**config.mk**
```make
export PLATFORM = sky130hd
export DESIGN_NAME = dma_autoinit_counter
export DESIGN_NICKNAME = d
export VERILOG_FILES = /design/src/rtl/dma_ai_pkg.sv /design/src/rtl/dma_ai_reload_bank.sv /design/src/rtl/dma_ai_chan.sv /design/src/rtl/dma_ai_ctrl.sv /design/src/rtl/dma_autoinit_counter.sv
export SDC_FILE = /design/constraint.sdc
export NUM_CORES = 2
export LEC_CHECK = 0
export BUFFER_PORTS_ARGS = -buffer_cell sky130_fd_sc_hd__buf_4
export CAP_MARGIN = 20
export CORE_MARGIN = 2
export CORE_UTILIZATION = 60
export DETAILED_ROUTE_END_ITERATION = 16
export HOLD_SLACK_MARGIN = 0.15
export PLACE_DENSITY = 0.81
export SYNTH_ARGS = -nofsm -noshare
export SYNTH_HDL_FRONTEND = slang
export SYNTH_SLANG_ARGS = --single-unit
```
**constraint.sdc**
```tcl
create_clock -name clk -period 4.26 [get_ports clk]
set_input_delay 0.639 -clock clk [delete_from_list [all_inputs] [get_ports clk]]
set_output_delay 0.639 -clock clk [all_outputs]
set_load 0.01 [all_outputs]
```
**src/rtl/dma_ai_pkg.sv**
```systemverilog
package dma_ai_pkg;
  localparam int DW  = 16;
  localparam int AW  = 16;
  localparam int CW  = 16;
  localparam int FW  = 8;
  localparam int SEL_BIT = 14;

  typedef enum logic [3:0] {
    F_SRC  = 4'd0,
    F_DST  = 4'd1,
    F_CNT  = 4'd2,
    F_FRM  = 4'd3,
    F_RSRC = 4'd4,
    F_RDST = 4'd5,
    F_RCNT = 4'd6,
    F_RFRM = 4'd7,
    F_AUTO = 4'd8,
    F_CTRL = 4'd9
  } field_e;

  typedef struct packed {
    logic [AW-1:0] src;
    logic [AW-1:0] dst;
    logic [CW-1:0] cnt;
    logic [FW-1:0] frm;
  } rld_t;
endpackage

```
**src/rtl/dma_ai_reload_bank.sv**
```systemverilog
module dma_ai_reload_bank
  import dma_ai_pkg::*;
#(
  parameter int NCH = 6,
  parameter int CHW = 3
) (
  input  logic                 clk,
  input  logic                 rst_n,
  input  logic                 cpu_we,
  input  logic [CHW-1:0]       cpu_ch,
  input  logic [3:0]           cpu_fld,
  input  logic [DW-1:0]        cpu_wdata,
  input  logic                 own_set,
  output rld_t [NCH-1:0]       sel_rld
);
  rld_t bank [NCH];
  logic ch_ok;

  assign ch_ok = cpu_we && (int'(cpu_ch) < NCH);

  always_ff @(posedge clk) begin
    if (!rst_n) begin
      for (int i = 0; i < NCH; i++) bank[i] <= '0;
    end else if (ch_ok) begin
      case (cpu_fld)
        4'(F_RSRC): bank[cpu_ch].src <= cpu_wdata[AW-1:0];
        4'(F_RDST): bank[cpu_ch].dst <= cpu_wdata[AW-1:0];
        4'(F_RCNT): bank[cpu_ch].cnt <= cpu_wdata[CW-1:0];
        4'(F_RFRM): bank[cpu_ch].frm <= cpu_wdata[FW-1:0];
        default: ;
      endcase
    end
  end

  // each channel sees either set 0 or its own set, with same-cycle write bypass
  for (genvar c = 0; c < NCH; c++) begin : g_sel
    logic [CHW-1:0] idx;
    rld_t           v;
    always_comb begin
      idx = own_set ? CHW'(c) : '0;
      v   = bank[idx];
      if (cpu_we && cpu_ch == idx) begin
        case (cpu_fld)
          4'(F_RSRC): v.src = cpu_wdata[AW-1:0];
          4'(F_RDST): v.dst = cpu_wdata[AW-1:0];
          4'(F_RCNT): v.cnt = cpu_wdata[CW-1:0];
          4'(F_RFRM): v.frm = cpu_wdata[FW-1:0];
          default: ;
        endcase
      end
      sel_rld[c] = v;
    end
  end
endmodule

```
**src/rtl/dma_ai_chan.sv**
```systemverilog
module dma_ai_chan
  import dma_ai_pkg::*;
(
  input  logic          clk,
  input  logic          rst_n,
  input  logic          en,
  input  logic          rd_done,
  input  logic          wr_done,
  input  logic          we_src,
  input  logic          we_dst,
  input  logic          we_cnt,
  input  logic          we_frm,
  input  logic          we_ai,
  input  logic [DW-1:0] wdata,
  input  rld_t          rld,
  output logic [AW-1:0] src_q,
  output logic [AW-1:0] dst_q,
  output logic [CW-1:0] elem_q,
  output logic [FW-1:0] frm_q,
  output logic          frame_done_q,
  output logic          block_done_q,
  output logic          end_evt,
  output logic          autoinit_q,
  output logic          pend_q
);
  logic [CW-1:0] init_q;
  logic          rd_take;

  assign end_evt = en && pend_q && wr_done;
  assign rd_take = en && !pend_q && rd_done;

  always_ff @(posedge clk) begin
    if (!rst_n) begin
      src_q        <= '0;
      dst_q        <= '0;
      elem_q       <= '0;
      init_q       <= '0;
      frm_q        <= '0;
      frame_done_q <= 1'b0;
      block_done_q <= 1'b0;
      autoinit_q   <= 1'b0;
      pend_q       <= 1'b0;
    end else begin
      frame_done_q <= 1'b0;
      block_done_q <= 1'b0;
      if (end_evt) begin
        pend_q       <= 1'b0;
        block_done_q <= 1'b1;
        if (autoinit_q) begin
          src_q  <= rld.src;
          dst_q  <= rld.dst;
          elem_q <= rld.cnt;
          init_q <= rld.cnt;
          frm_q  <= rld.frm;
        end
      end else if (rd_take) begin
        if (elem_q != '0) begin
          elem_q <= elem_q - 1'b1;
        end else begin
          frame_done_q <= 1'b1;
          if (frm_q != '0) begin
            frm_q  <= frm_q - 1'b1;
            elem_q <= init_q;
          end else begin
            pend_q <= 1'b1;
          end
        end
      end
      // CPU writes take precedence over the counter updates above
      if (we_src) src_q <= wdata[AW-1:0];
      if (we_dst) dst_q <= wdata[AW-1:0];
      if (we_cnt) begin
        elem_q <= wdata[CW-1:0];
        init_q <= wdata[CW-1:0];
      end
      if (we_frm) frm_q <= wdata[FW-1:0];
      if (we_ai)  autoinit_q <= wdata[0];
    end
  end
endmodule

```
**src/rtl/dma_ai_ctrl.sv**
```systemverilog
module dma_ai_ctrl
  import dma_ai_pkg::*;
#(
  parameter int NCH = 6
) (
  input  logic           clk,
  input  logic           rst_n,
  input  logic           we,
  input  logic [DW-1:0]  wdata,
  input  logic [NCH-1:0] end_evt,
  input  logic [NCH-1:0] autoinit,
  output logic [DW-1:0]  ctrl_q
);
  logic [DW-1:0] nxt;

  always_comb begin
    nxt = we ? wdata : ctrl_q;
    for (int c = 0; c < NCH; c++) begin
      if (end_evt[c] && !autoinit[c]) nxt[c] = 1'b0;
    end
  end

  always_ff @(posedge clk) begin
    if (!rst_n) ctrl_q <= '0;
    else        ctrl_q <= nxt;
  end
endmodule

```
**src/rtl/dma_autoinit_counter.sv**
```systemverilog
module dma_autoinit_counter
  import dma_ai_pkg::*;
#(
  parameter int NCH = 6
) (
  input  logic              clk,
  input  logic              rst_n,
  input  logic              cpu_we,
  input  logic [2:0]        cpu_ch,
  input  logic [3:0]        cpu_fld,
  input  logic [15:0]       cpu_wdata,
  input  logic [NCH-1:0]    rd_done,
  input  logic [NCH-1:0]    wr_done,
  output logic [15:0]       ctrl_o,
  output logic [NCH*16-1:0] src_o,
  output logic [NCH*16-1:0] dst_o,
  output logic [NCH*16-1:0] elem_o,
  output logic [NCH*8-1:0]  frame_o,
  output logic [NCH-1:0]    frame_done_o,
  output logic [NCH-1:0]    block_done_o
);
  localparam int CHW = 3;

  rld_t [NCH-1:0] sel_rld;
  logic [NCH-1:0] end_vec;
  logic [NCH-1:0] ai_vec;
  logic [NCH-1:0] pend_vec;
  logic           ctrl_we;

  assign ctrl_we = cpu_we && cpu_fld == 4'(F_CTRL);

  dma_ai_ctrl #(.NCH(NCH)) u_ctrl (
    .clk      (clk),
    .rst_n    (rst_n),
    .we       (ctrl_we),
    .wdata    (cpu_wdata),
    .end_evt  (end_vec),
    .autoinit (ai_vec),
    .ctrl_q   (ctrl_o)
  );

  dma_ai_reload_bank #(.NCH(NCH), .CHW(CHW)) u_bank (
    .clk       (clk),
    .rst_n     (rst_n),
    .cpu_we    (cpu_we),
    .cpu_ch    (cpu_ch),
    .cpu_fld   (cpu_fld),
    .cpu_wdata (cpu_wdata),
    .own_set   (ctrl_o[SEL_BIT]),
    .sel_rld   (sel_rld)
  );

  for (genvar c = 0; c < NCH; c++) begin : g_ch
    logic hit;
    assign hit = cpu_we && cpu_ch == CHW'(c);
    dma_ai_chan u_chan (
      .clk          (clk),
      .rst_n        (rst_n),
      .en           (ctrl_o[c]),
      .rd_done      (rd_done[c]),
      .wr_done      (wr_done[c]),
      .we_src       (hit && cpu_fld == 4'(F_SRC)),
      .we_dst       (hit && cpu_fld == 4'(F_DST)),
      .we_cnt       (hit && cpu_fld == 4'(F_CNT)),
      .we_frm       (hit && cpu_fld == 4'(F_FRM)),
      .we_ai        (hit && cpu_fld == 4'(F_AUTO)),
      .wdata        (cpu_wdata),
      .rld          (sel_rld[c]),
      .src_q        (src_o[c*AW +: AW]),
      .dst_q        (dst_o[c*AW +: AW]),
      .elem_q       (elem_o[c*CW +: CW]),
      .frm_q        (frame_o[c*FW +: FW]),
      .frame_done_q (frame_done_o[c]),
      .block_done_q (block_done_o[c]),
      .end_evt      (end_vec[c]),
      .autoinit_q   (ai_vec[c]),
      .pend_q       (pend_vec[c])
    );
  end
endmodule

```
==> flow_metrics.py <==
metrics = {
    "setup_path": {
        "startpoint_type": "flop",
        "worst-endpoint-required_ns": 4.77,
        "rr_worst_depth": 5,
        "reg2reg_to": "g_ch[5].u_chan.src_q[15]",
        "worstSetupPathType": "reg -> reg",
        "critical_path.slowest_cell": "dfxtp_4",
        "end_kind": "flop",
        "critical_path_arrival_ns": 3.75,
        "cp-startpoint": "u_ctrl.ctrl_q[14]",
        "reg2reg_slack_ns": 1.02,
        "critPathBufInv": 1,
        "critPathTopFamily": "simple AND/OR/NAND/NOR gates",
        "crit_chain": "buf_12, nand2b_1, nand3_1, o21ai_0, a221oi_1",
        "worstPathMaxFanout": 221,
        "cp_slowest_stage_delay_ns": 0.83,
        "r2r-start": "u_ctrl.ctrl_q[14]",
    },
    "drt": {
        "num_vias": 43300,
        "via_per_inst": 7.13,
        "first_pass_iters": 9,
        "wirelength_um": 169000,
        "ant_nets": 0,
        "drtIter0Drc": 9010,
        "wl_per_cell_um": 27.8,
        "drc": 0,
    },
    "timing": {
        "min_period_ns": 3.24,
        "finalMaxSlewViolations": 0,
        "hold_violations": 0,
        "setup_ws_ns": 1.02,
        "clock_skew_ns": 0.0330,
        "fin_setup_tns_ns": 0,
        "finalCritPeriodShare_pct": 76.0,
        "grt_setup_unrepaired": "no",
        "setup_viol": 0,
        "fmaxAchievable_ghz": 0.309,
        "max_slew_margin_pct": 15.7,
        "tightest_slew_ns": 1.25,
    },
    "synthesis": {
        "synth.distinct_cells": 84,
        "yosys_warnings": 0,
        "synth.avg_cell_area_um2": 8.48,
        "yosysSeqAreaShare_pct": 46.9,
        "synthArstFlopShare_pct": 0,
        "synthFlopType": "dfxtp_1",
        "synth_area_um2": 41600,
        "ys_seq_elements": 808,
        "synth_nets": 4971,
        "syn-instance-count": 4909,
        "synth-edff-count": 336,
    },
    "final_layout": {
        "nFillCells": 5382,
        "area_growth_pct": 15.4,
        "final_cell_mix": "647 x nor2_1, 606 x nand2_1, 551 x buf_4",
        "fin_cells": 6082,
        "nNetsFinal": 5129,
        "seqCellArea_um2": 19500,
        "multi_input_area_um2": 20000,
        "mostFrequentLayoutCell": "nor2_1",
        "fin_util_pct": 69.9,
        "drive_above_1_share_pct": 14.6,
    },
    "placement": {
        "routabilityCongestion": 1.02,
        "pre_cts_slack_ns": 0.779,
        "place_inst": 5911,
        "dp_hpwl_um": 111000,
        "numPortBuffers": 401,
    },
    "clock_tree": {
        "cts.sinks": 808,
        "cts_tree": "built",
        "cts-root-buf": "clkbuf_16",
        "cts-resized-gates": 0,
        "clock_path_buffers": 3,
        "cts.clk_slew.worst_paths_ns": 0.06,
        "post-cts-setup-buffer-count": 0,
        "cts_htree_levels": 3,
        "clk_latency_ns": 0.66,
        "cts_buffers": 85,
        "postCtsHoldBufs": 0,
    },
    "global_route": {
        "grtUsageTotal_pct": 45.7,
        "antenna_found_initial": 6,
        "grt_pass1_vias": 38800,
        "overflow": 0,
        "grt_pass1_wl_um": 246000,
        "grt_max_degree": 222,
    },
    "floorplan": {
        "fp.dieH_um": 267,
        "fp-row-count": 96,
        "start_util_pct": 60.6,
        "die_w_um": 267,
        "die_area_um2": 71500,
        "core_um2": 68700,
        "ios": 402,
    },
    "power_and_ir_drop": {
        "p_leak_nw": 17.9,
        "vdd_drop_max_mv": 0.290,
        "total_power_w": 0.0178,
        "power_density_nw_per_um2": 370,
    },
    "hold_path": {
        "min_from": "rd_done[5]",
        "holdPathEnd": "g_ch[5].u_chan.frame_done_q",
        "hold_class": "in -> reg",
        "hold_depth": 3,
    },
    "status": {
        "outcome": "complete, no violations",
    },
    "job": {
        "drv_cap": 0,
    },
}
-- power by group --
group          total, W  leakage (nW)  internal [W]  switching, W
Clock           0.00770          1.41       0.00440       0.00329
Combinational   0.00169          9.48      0.000452       0.00124
Sequential      0.00838          6.99       0.00825      0.000125
Total            0.0178          17.9        0.0131       0.00466
-- layer usage --
metal  wire [um]  vias up  GRT usage [%]
met5         161        -           1.39
met4       13200        6           29.8
met3       31200      889           18.5
met2       67700     4183           62.8
met1       56900    19900           59.1
li1            -    18400              -
-- cells by family after synthesis --
kind of cell,count (synthesis),share of synthesized area (%)
DFF,808,46.9
xor gates and xnor gates,83,1.75
buffers and inverters,545,5.13
adders and majority gates,24,0.721
AOI/OAI and AO/OA,1454,22.8
muxes,87,2.11
and+or+nand+nor,1908,20.5
-- metrics by stage --
step                instance area (um2)  hold WS [ns]
finish                            48000         0.264
global route                      48000         0.267
CTS                               48000         0.260
detailed placement                45200         0.453
global placement                  45200         0.443
floorplan                         41600         0.432
-- final cells by class --
cell class / instances / share of cell area (%)
antenna: 11 / 0.0573
clock buffer: 120 / 5.19
clock inverter: 40 / 0.742
inverter: 63 / 0.508
multi-input combinational: 3556 / 41.7
sequential: 808 / 40.7
tap: 931 / 2.42
timing repair buffer: 553 / 8.67
-- worst max path at each step --
stage                               end  slack, ns  cells past startpoint
2_1_floorplan        u_bank.bank[1][24]       1.12                      9
4_1_cts        g_ch[2].u_chan.src_q[14]       1.21                      6
3_5_place_dp         u_bank.bank[1][34]       0.78                      9
5_1_grt        g_ch[1].u_chan.elem_q[2]       0.88                      8
6_report       g_ch[5].u_chan.src_q[15]       1.02                      5
3_3_place_gp         u_bank.bank[1][26]       0.84                      9
-- Yosys cell counts, types with 11 or more instances --
master / n / area (um2)
a211oi_1: 42 / 315
o221ai_1: 52 / 455
mux2i_1: 80 / 801
buf_1: 28 / 105
clkbuf_1: 424 / 1590
xnor2_1: 53 / 464
a211o_1: 31 / 272
nand2_1: 608 / 2280
inv_1: 62 / 233
nor3_1: 86 / 430
nand3_1: 282 / 1410
a32oi_1: 11 / 96.3
nand4_1: 15 / 93.8
a21oi_1: 334 / 1670
nor2b_1: 27 / 169
dfxtp_1: 472 / 9450
nor2_1: 648 / 2430
buf_4: 19 / 143
a221oi_1: 88 / 771
nor4_1: 36 / 225
edfxtp_1: 336 / 10100
nand2b_1: 52 / 325
o21ai_0: 359 / 1800
or3_1: 29 / 181
o211ai_1: 135 / 1010
or4_1: 15 / 113
ha_1: 24 / 300
xor2_1: 30 / 263
nor4b_1: 12 / 105
o22ai_1: 68 / 425
a22oi_1: 12 / 90.1
and3_1: 31 / 194
a222oi_1: 18 / 180
a311oi_1: 78 / 683
a21o_1: 20 / 150
a31oi_1: 75 / 469
o31ai_1: 19 / 143
-- registers in the layout, indices dropped and copies added, names as in the netlist --
| register | count |
|---|---|
| u_ctrl.ctrl_q | 16 |
| g_ch.u_chan.pend_q | 6 |
| g_ch.u_chan.dst_q | 96 |
| g_ch.u_chan.frm_q | 48 |
| g_ch.u_chan.init_q | 96 |
| g_ch.u_chan.elem_q | 96 |
| g_ch.u_chan.block_done_q | 6 |
| g_ch.u_chan.src_q | 96 |
| g_ch.u_chan.frame_done_q | 6 |
| g_ch.u_chan.autoinit_q | 6 |
| u_bank.bank | 336 |
-- worst min-delay path, stage by stage --
cell	delay, ns
buf_4	0.11
nand2_1	0.08
nor4_1	0.05
Note: power is estimated with default switching activity, not from simulation.
